## config.mk

```make
export PLATFORM = sky130hd
export DESIGN_NAME = rot_prio_resolver
export DESIGN_NICKNAME = d
export VERILOG_FILES = /design/src/rtl/rpr_pkg.sv /design/src/rtl/rpr_rot_find.sv /design/src/rtl/rpr_isr_ctrl.sv /design/src/rtl/rot_prio_resolver.sv
export SDC_FILE = /design/constraint.sdc
export NUM_CORES = 1
export LEC_CHECK = 0
export ABC_CLOCK_PERIOD_IN_PS = 6080
export BUFFER_PORTS_ARGS = -buffer_cell sky130_fd_sc_hd__buf_4
export CAP_MARGIN = 10
export CELL_PAD_IN_SITES_DETAIL_PLACEMENT = 1
export CELL_PAD_IN_SITES_GLOBAL_PLACEMENT = 1
export CORE_MARGIN = 3
export CORE_UTILIZATION = 44
export CTS_BUF_LIST = sky130_fd_sc_hd__clkbuf_4 sky130_fd_sc_hd__clkbuf_8 sky130_fd_sc_hd__clkbuf_16
export DETAILED_ROUTE_END_ITERATION = 10
export PLACE_DENSITY = 0.85
export SYNTH_ARGS = -nofsm -noshare
export SYNTH_HDL_FRONTEND = slang
export SYNTH_SLANG_ARGS = --single-unit
export TNS_END_PERCENT = 5
```

## constraint.sdc

```tcl
create_clock -name clk -period 6.08 [get_ports clk]
set_clock_uncertainty 0.1 [all_clocks]
set_input_delay 0.304 -clock clk [delete_from_list [all_inputs] [get_ports clk]]
set_output_delay 0.304 -clock clk [all_outputs]
set_load 0.02 [all_outputs]
```

## src/rtl/rpr_pkg.sv

```systemverilog
package rpr_pkg;
  // Command codes; the numeric values are part of the interface.
  typedef enum logic [2:0] {
    CMD_RA_OFF      = 3'd0,
    CMD_EOI_BEST    = 3'd1,
    CMD_IDLE        = 3'd2,
    CMD_EOI_LINE    = 3'd3,
    CMD_RA_ON       = 3'd4,
    CMD_EOI_BEST_R  = 3'd5,
    CMD_SET_LOW     = 3'd6,
    CMD_EOI_LINE_R  = 3'd7
  } rpr_cmd_e;
endpackage

```

## src/rtl/rpr_rot_find.sv

```systemverilog
// Finds the best (smallest) rotated priority in a vector.
// Returns N_LINES when the vector is empty. N_LINES must be a power of two.
module rpr_rot_find #(
  parameter int N_LINES = 8,
  localparam int IDX_W  = $clog2(N_LINES),
  localparam int PRIO_W = IDX_W + 1
) (
  input  logic [N_LINES-1:0] vec,
  input  logic [IDX_W-1:0]   offset,
  output logic [PRIO_W-1:0]  prio
);
  logic [N_LINES-1:0] rot;

  // rot[k] holds the line that sits at priority k.
  for (genvar k = 0; k < N_LINES; k++) begin : g_rot
    logic [IDX_W-1:0] src;
    assign src    = IDX_W'(k) + offset;
    assign rot[k] = vec[src];
  end

  always_comb begin
    prio = PRIO_W'(N_LINES);
    for (int k = N_LINES - 1; k >= 0; k--) begin
      if (rot[k]) prio = PRIO_W'(k);
    end
  end
endmodule

```

## src/rtl/rpr_isr_ctrl.sv

```systemverilog
// Holds the in-service vector, rotation offset and rotate-on-auto flag.
module rpr_isr_ctrl
  import rpr_pkg::*;
#(
  parameter int N_LINES = 8,
  localparam int IDX_W  = $clog2(N_LINES)
) (
  input  logic               clk,
  input  logic               rst_n,
  input  logic               auto_eoi,
  input  logic               ack,
  input  logic               sel_valid,
  input  logic [IDX_W-1:0]   sel_line,
  input  logic               cmd_valid,
  input  logic [2:0]         cmd_op,
  input  logic [IDX_W-1:0]   cmd_arg,
  input  logic               best_isr_found,
  input  logic [IDX_W-1:0]   best_isr_line,
  output logic [N_LINES-1:0] isr_q,
  output logic [IDX_W-1:0]   offset_q
);
  logic               rot_auto_q, rot_auto_d;
  logic [N_LINES-1:0] isr_d;
  logic [IDX_W-1:0]   offset_d;
  rpr_cmd_e           op;

  assign op = rpr_cmd_e'(cmd_op);

  always_comb begin
    isr_d      = isr_q;
    offset_d   = offset_q;
    rot_auto_d = rot_auto_q;
    if (cmd_valid) begin
      unique case (op)
        CMD_RA_OFF: rot_auto_d = 1'b0;
        CMD_RA_ON:  rot_auto_d = 1'b1;
        CMD_IDLE:   ;
        CMD_EOI_BEST: begin
          if (best_isr_found) isr_d[best_isr_line] = 1'b0;
        end
        CMD_EOI_BEST_R: begin
          if (best_isr_found) begin
            isr_d[best_isr_line] = 1'b0;
            offset_d             = best_isr_line + IDX_W'(1);
          end
        end
        CMD_EOI_LINE: isr_d[cmd_arg] = 1'b0;
        CMD_EOI_LINE_R: begin
          isr_d[cmd_arg] = 1'b0;
          offset_d       = cmd_arg + IDX_W'(1);
        end
        CMD_SET_LOW: offset_d = cmd_arg + IDX_W'(1);
        default: ;
      endcase
    end else if (ack && sel_valid) begin
      if (!auto_eoi) begin
        isr_d[sel_line] = 1'b1;
      end else begin
        isr_d[sel_line] = 1'b0;
        if (rot_auto_q) offset_d = sel_line + IDX_W'(1);
      end
    end
  end

  always_ff @(posedge clk) begin
    if (!rst_n) begin
      isr_q      <= '0;
      offset_q   <= '0;
      rot_auto_q <= 1'b0;
    end else begin
      isr_q      <= isr_d;
      offset_q   <= offset_d;
      rot_auto_q <= rot_auto_d;
    end
  end

  // an accepted acknowledge without auto EOI marks the line in service
  a_r5_ack_marks: assert property (@(posedge clk) disable iff (!rst_n)
    (ack && sel_valid && !cmd_valid && !auto_eoi) |=> isr_q[$past(sel_line)]);

  // with auto EOI the acknowledged line does not stay in service
  a_r6_auto_clear: assert property (@(posedge clk) disable iff (!rst_n)
    (ack && sel_valid && !cmd_valid && auto_eoi) |=> !isr_q[$past(sel_line)]);

  // codes 0, 2, 4 and 6 keep the in-service vector
  a_r10_isr_kept: assert property (@(posedge clk) disable iff (!rst_n)
    (cmd_valid && (cmd_op == 3'd0 || cmd_op == 3'd2 || cmd_op == 3'd4 || cmd_op == 3'd6))
    |=> $stable(isr_q));

  // a line-specific EOI leaves the named bit clear
  a_r8_line_clear: assert property (@(posedge clk) disable iff (!rst_n)
    (cmd_valid && (cmd_op == 3'd3 || cmd_op == 3'd7)) |=> !isr_q[$past(cmd_arg)]);

  // an EOI by priority with nothing in service changes nothing
  a_r7_empty_eoi: assert property (@(posedge clk) disable iff (!rst_n)
    (cmd_valid && (cmd_op == 3'd1 || cmd_op == 3'd5) && isr_q == '0)
    |=> (isr_q == '0 && $stable(offset_q)));
endmodule

```

## src/rtl/rot_prio_resolver.sv

```systemverilog
// Top: rotating priority resolver with in-service tracking.
module rot_prio_resolver #(
  parameter int N_LINES      = 8,
  parameter bit IS_PRIMARY   = 1'b1,
  parameter int CASCADE_LINE = 2,
  localparam int IDX_W       = $clog2(N_LINES),
  localparam int PRIO_W      = IDX_W + 1
) (
  input  logic               clk,
  input  logic               rst_n,
  input  logic [N_LINES-1:0] req_pending,
  input  logic [N_LINES-1:0] line_mask,
  input  logic               nested_en,
  input  logic               auto_eoi,
  input  logic               ack,
  input  logic               cmd_valid,
  input  logic [2:0]         cmd_op,
  input  logic [IDX_W-1:0]   cmd_arg,
  output logic               sel_valid,
  output logic [IDX_W-1:0]   sel_line,
  output logic [N_LINES-1:0] in_service
);
  logic [N_LINES-1:0] live_req;
  logic [N_LINES-1:0] isr_q;
  logic [N_LINES-1:0] isr_cmp;
  logic [IDX_W-1:0]   offset_q;
  logic [PRIO_W-1:0]  req_prio, cmp_prio, raw_prio;
  logic               best_isr_found;
  logic [IDX_W-1:0]   best_isr_line;

  assign live_req = req_pending & ~line_mask;

  // Nested-mode exclusion exists only on the primary instance.
  if (IS_PRIMARY) begin : g_primary
    logic [N_LINES-1:0] cascade_bit;
    assign cascade_bit = N_LINES'(1) << CASCADE_LINE;
    assign isr_cmp     = nested_en ? (isr_q & ~cascade_bit) : isr_q;
  end else begin : g_secondary
    assign isr_cmp = isr_q;
  end

  rpr_rot_find #(.N_LINES(N_LINES)) u_find_req (
    .vec(live_req), .offset(offset_q), .prio(req_prio));

  rpr_rot_find #(.N_LINES(N_LINES)) u_find_cmp (
    .vec(isr_cmp), .offset(offset_q), .prio(cmp_prio));

  rpr_rot_find #(.N_LINES(N_LINES)) u_find_raw (
    .vec(isr_q), .offset(offset_q), .prio(raw_prio));

  // An empty set has its top bit set (priority == N_LINES).
  assign sel_valid      = req_prio < cmp_prio;
  assign sel_line       = req_prio[IDX_W-1:0] + offset_q;
  assign best_isr_found = !raw_prio[IDX_W];
  assign best_isr_line  = raw_prio[IDX_W-1:0] + offset_q;
  assign in_service     = isr_q;

  rpr_isr_ctrl #(.N_LINES(N_LINES)) u_ctrl (
    .clk           (clk),
    .rst_n         (rst_n),
    .auto_eoi      (auto_eoi),
    .ack           (ack),
    .sel_valid     (sel_valid),
    .sel_line      (sel_line),
    .cmd_valid     (cmd_valid),
    .cmd_op        (cmd_op),
    .cmd_arg       (cmd_arg),
    .best_isr_found(best_isr_found),
    .best_isr_line (best_isr_line),
    .isr_q         (isr_q),
    .offset_q      (offset_q)
  );

  // a selection is always a pending, unmasked line
  a_r2_sel_live: assert property (@(posedge clk) disable iff (!rst_n)
    sel_valid |-> (req_pending[sel_line] && !line_mask[sel_line]));

  // the selected line cannot already be in service (equal priority blocks)
  a_r3_strict: assert property (@(posedge clk) disable iff (!rst_n)
    sel_valid |-> !isr_cmp[sel_line]);

  // a command in the same cycle drops the acknowledge
  a_r11_cmd_wins: assert property (@(posedge clk) disable iff (!rst_n)
    (cmd_valid && ack && sel_valid && !in_service[sel_line] && cmd_op == 3'd2)
    |=> $stable(in_service));
endmodule

```

# Word level (Yosys, flattened, before mapping)
# Cells that the tools add are included.
[classes]
n_addsub = 12
order_cmp = 15
eq_ne = 10
mux = 91
bitwise = 9
n_reduce_logical = 15
[op_table]
columns = ["cell", "count"]
rows = [
  ["2-to-1 mux 4 bit", 24],
  ["binary-select mux 1 bit (select 3 bit)", 24],
  ["less-than comparator 3 x 4 -> 1 bit, second input constant", 11],
  ["AND 8 bit", 4],
  ["2-to-1 mux 8 bit", 4],
  ["inverter 8 bit", 4],
  ["2-to-1 mux 1 bit", 27],
  ["2-to-1 mux 3 bit", 6],
  ["one-hot mux 8 bit (2 select lines)", 1],
  ["adder 3 bit, first input constant", 4],
  ["equality test 3 bit, second input constant", 4],
  ["adder 3 x 1 -> 3 bit, second input constant", 3],
  ["demux 1 bit (select 3 bit)", 3],
  [">= comparator 3 x 1 -> 1 bit, second input constant", 3],
  ["inequality test 3 bit, second input constant", 3],
  ["OR 8 bit", 1],
  ["nonzero test 2 bit", 4],
  ["adder 2 x 3 -> 3 bit, first input constant", 2],
  ["adder 3 bit", 2],
  ["one-hot mux 3 bit (2 select lines)", 1],
  ["OR reduction 2 bit", 3],
  ["AND reduction 5 bit", 1],
  ["logical AND 1 bit", 4],
  ["less-than comparator 4 bit", 1],
  ["8 further kinds", 8],
]
[totals]
register_bits = 12
inputBits = 28
output_inout_bits = 12
word_cells = 155

# Logic depth before layout (Yosys ltp)
[logic_depth]
ltp_word = 22
depth_mapped = 24
depth_no_buf = 20

# Cells and area by module
# A second synthesis with hierarchy kept.
[unflattened]
cells_unflattened = 338
hier_area_um2 = 3271.9
[by_module_without_submodules]
columns = ["mod", "instances", "cells_per_inst", "area_each_um2", "seq_area_each_um2"]
rows = [
  ["rpr_rot_find", 3, 63, 688.2, 0.0],
  ["rpr_isr_ctrl", 1, 116, 947.2, 240.2],
  ["rot_prio_resolver", 1, 33, 260.2, 0.0],
]

# Least setup slack after synthesis
# No wires, ideal clock.
[synth_path]
kind = "register to register"
startpoint = "register u_ctrl.offset_q[0]"
endpoint = "register u_ctrl.offset_q[2]"
setup_time_ps = 72
t_arrival_ps = 4209
t_required_ps = 5908
slack_ps = 1700
stages_incl_launch_ff = 22
n_path_buf = 5
period_less_slack_ps = 4380
path_cell_list = "dfxtp_1 -> buf_6 -> inv_4 -> buf_6 -> ha_1 -> clkbuf_1 -> buf_2 -> mux4_2 -> a211oi_4 -> inv_1 -> o21ai_0 -> and3_1 -> inv_1 -> fa_1 -> clkbuf_1 -> mux2i_1 -> ha_1 -> xor2_1 -> nor2_1 -> a21oi_1 -> o221ai_1 -> mux2i_1"
[synth_between]
elab_chain_cells = 17
word_cells_on_any_way = 94
cone_classes = "11 x add/sub; 1 x order compare; 1 x eq/ne; 78 x mux; 3 x reduce/logical"
[synth_rtl]
columns = ["item", "line_no", "rtl"]
rows = [
  ["from (decl)", "rpr_isr_ctrl.sv:20", "output logic [IDX_W-1:0] offset_q"],
  ["from (signal assigned)", "rpr_isr_ctrl.sv:72", "offset_q <= offset_d;"],
  ["adder 3 bit", "rpr_rot_find.sv:17", "assign src = IDX_W'(k) + offset;"],
  ["binary-select mux 1 bit (select 3 bit)", "rpr_rot_find.sv:18", "assign rot[k] = vec[src];"],
  ["2-to-1 mux 1 bit (implied by the code)", "rpr_rot_find.sv:18", ""],
  ["2-to-1 mux 4 bit (8 in series)", "rpr_rot_find.sv:24", "if (rot[k]) prio = PRIO_W'(k);"],
  ["adder 3 bit", "rot_prio_resolver.sv:53", "assign sel_line = req_prio[IDX_W-1:0] + offset_q;"],
  ["adder 3 x 1 -> 3 bit", "rpr_isr_ctrl.sv:60", "if (rot_auto_q) offset_d = sel_line + IDX_W'(1);"],
  ["2-to-1 mux 3 bit", "rpr_isr_ctrl.sv:60", ""],
  ["2-to-1 mux 3 bit", "rpr_isr_ctrl.sv:56", "if (!auto_eoi) begin"],
  ["2-to-1 mux 3 bit", "rpr_isr_ctrl.sv:55", "end else if (ack && sel_valid) begin"],
  ["2-to-1 mux 3 bit", "rpr_isr_ctrl.sv:33", "if (cmd_valid) begin"],
]
# Several ways; a longest one is shown, not always the timed one. The select of a mux whose other input is x is not followed.
# A chain may end at the register's enable or synchronous reset.

# Final worst setup path
[layout_path]
startpoint = "register u_ctrl.offset_q[1]"
endpoint = "register u_ctrl.offset_q[2]"
# Same word-level chain as after synthesis.

==> impl_metrics.py <==
metrics = {
    "layout": {
        "multi_input_area_um2": 2200,
        "area_growth_pct": 13.5,
        "n_antenna_cell": 0,
        "mostFrequentLayoutCells": "40 x buf_4, 36 x nand2_1, 20 x nor2_1",
        "fillers": 699,
        "final_nets": 368,
        "seqCellArea_um2": 240,
        "drive_above_1_share_pct": 27.4,
        "mostFrequentLayoutCell": "buf_4",
    },
    "detailed_routing": {
        "dr_total_vias": 2617,
        "drt-total-wl_um": 8520,
        "drt_iter0_drc": 153,
        "wire_per_inst_um": 21.2,
        "postRouteAntennaNets": 0,
        "viasPerCell": 6.53,
        "dr.pass1.iters": 4,
        "route.detailed.drc": 0,
    },
    "synth": {
        "synth-edff-count": 0,
        "synth_ff_type": "dfxtp_1",
        "yosys.cell_types.count": 69,
        "postSynthCellCount": 303,
        "syn_nets": 341,
        "async_flop_share_pct": 0,
        "syn_area_per_cell_um2": 8.58,
        "yosysSeqAreaShare_pct": 9.24,
        "netlist_area_um2": 2600,
        "yosys_register_bits": 12,
        "yosys_warnings": 0,
    },
    "job": {
        "max-cap-violations": 0,
    },
    "placed_design": {
        "post-place-ws_ns": 0.935,
        "portBuffers": 39,
        "dp_hpwl_um": 6580,
        "gp_congestion": 0.878,
    },
    "status": {
        "outcome": "finished, final reports clean",
    },
    "clock_network": {
        "ctsHoldBuffers": 0,
        "clock_latency_ns": 0.25,
        "clock-sinks": 12,
        "htreeDepth": 1,
        "cts_post_setup_buffers_inserted": 0,
        "clock_path_buffers": 2,
        "tritoncts": "yes",
        "clk_pin_slew_ns": 0.06,
        "numCtsBuffers": 3,
        "cts_resized": 0,
        "clockRootBuffer": "clkbuf_8",
    },
    "setup_path": {
        "reg2reg_depth": 19,
        "cp-start-kind": "register",
        "path_class": "register to register",
        "worstSetupEndpointType": "register",
        "critical_path_arrival_ns": 5.39,
        "cp_max_fo": 17,
        "required_ns": 6.17,
    },
    "sta": {
        "worst_slew_pin_slew_ns": 0.979,
        "final-max-slew-violation-count": 0,
        "tns_ns": 0,
        "fin_crit_sh_pct": 87.2,
        "setup_ws_ns": 0.779,
        "fmax_mhz": 189,
        "hold_violations": 0,
        "rsz0062_at_grt": "no",
        "max-slew-margin-rel_pct": 34.6,
        "post-route-min-period_ns": 5.30,
        "setup_violations": 0,
    },
    "grt": {
        "grt_overflow_total": 0,
        "grt_pass1_wl_um": 13900,
        "track_usage_pct": 24.8,
        "antenna_found_initial": 0,
        "grt_pass1_vias": 2696,
        "grt_max_degree": 27,
    },
    "min_path": {
        "holdPathStages": 2,
        "hold_path.class": "input port to register",
    },
    "die": {
        "dieArea_um2": 6860,
        "fp.dieW_um": 82.9,
        "core_um2": 5610,
        "die_h_um": 82.9,
        "io_pins": 40,
        "num_rows": 27,
        "start_util_pct": 46.3,
    },
}
[critical path: stages (launching register included)]
cell,delay (ns)
dfxtp_1,0.74
inv_1,0.28
ha_1,0.79
mux4_2,0.61
nand2_1,0.10
o21ai_0,0.09
a21oi_1,0.13
o211ai_1,0.11
nand2b_1,0.10
a31oi_1,0.11
ha_1,0.21
fa_1,0.65
mux2i_1,0.14
mux2i_1,0.16
ha_1,0.27
xor2_1,0.18
nor2_1,0.05
a21oi_1,0.13
o221ai_1,0.12
mux2i_1,0.13
[synthesized netlist by cell type, types with 3 or more instances]
master	number	area (µm²)
a211oi_1	9	67.6
a21o_1	4	30.0
a21oi_1	8	40.0
a221oi_1	5	43.8
a311oi_1	3	26.3
a31oi_1	3	18.8
a41o_1	4	40.0
a41oi_1	4	35.0
and3_1	4	25.0
buf_2	4	20.0
clkbuf_1	8	30.0
dfxtp_1	12	240
ha_1	8	100
inv_1	14	52.6
mux2_2	9	101
mux2i_1	14	140
mux4_2	19	428
nand2_1	36	135
nand2b_1	7	43.8
nand3_1	5	25.0
nor2_1	20	75.1
nor2b_1	15	93.8
nor3_1	5	25.0
o211ai_1	3	22.5
o21ai_0	15	75.1
o22ai_1	3	18.8
o31ai_1	3	22.5
xnor2_1	4	35.0
xor2_1	4	35.0
[layer usage]
| layer | track usage [%] | share of wire, % | up-vias |
|---|---|---|---|
| met5 | 0 | 0 | - |
| met4 | 11.6 | 3.5 | 0 |
| met3 | 1.69 | 4.4 | 25 |
| met2 | 43.9 | 50 | 86 |
| met1 | 30.4 | 42 | 1285 |
| li1 | - | - | 1221 |
[per-stage QoR]
stage	cell area (µm²)	cells	hold WS, ns	util [%]
3_5_place_dp	2890	397	0.363	51.6
5_1_grt	2950	401	0.240	52.6
2_1_floorplan	2600	303	0.335	-
4_1_cts	2950	401	0.222	52.6
6_report	2950	401	0.222	52.6
3_3_place_gp	2890	397	0.355	51.6
[cell families after synthesis]
group / Yosys count / synth area share (%)
DFF: 12 / 9.24
and+or+nand+nor: 106 / 20.9
AOI/OAI and AO/OA: 84 / 25.0
buffers and inverters: 34 / 6.16
xor gates and xnor gates: 11 / 5.44
muxes: 46 / 27.8
adders and majority gates: 10 / 5.39
[final cells by class]
class                      count  area share (%)
timing repair buffer          40            10.2
sequential                    12            8.15
multi-input combinational    257            74.5
clock buffer                   4            1.87
inverter                      16            2.21
tap                           72            3.05
[worst paths after layout]
kind / startpoint / endpoint / slack [ns]
worst min register to register: u_ctrl.rot_auto_q$_SDFFE_PN0P_ / u_ctrl.rot_auto_q$_SDFFE_PN0P_ / 0.37
worst max register to register: u_ctrl.offset_q[1]$_SDFFE_PN0P_ / u_ctrl.offset_q[2]$_SDFFE_PN0P_ / 0.78
worst max-delay path: u_ctrl.offset_q[1]$_SDFFE_PN0P_ / u_ctrl.offset_q[2]$_SDFFE_PN0P_ / 0.78
worst min-delay path: rst_n / register / 0.22
Power is not shown: default switching activity piles up to over one toggle a cycle in this logic, so the estimate is an artifact.
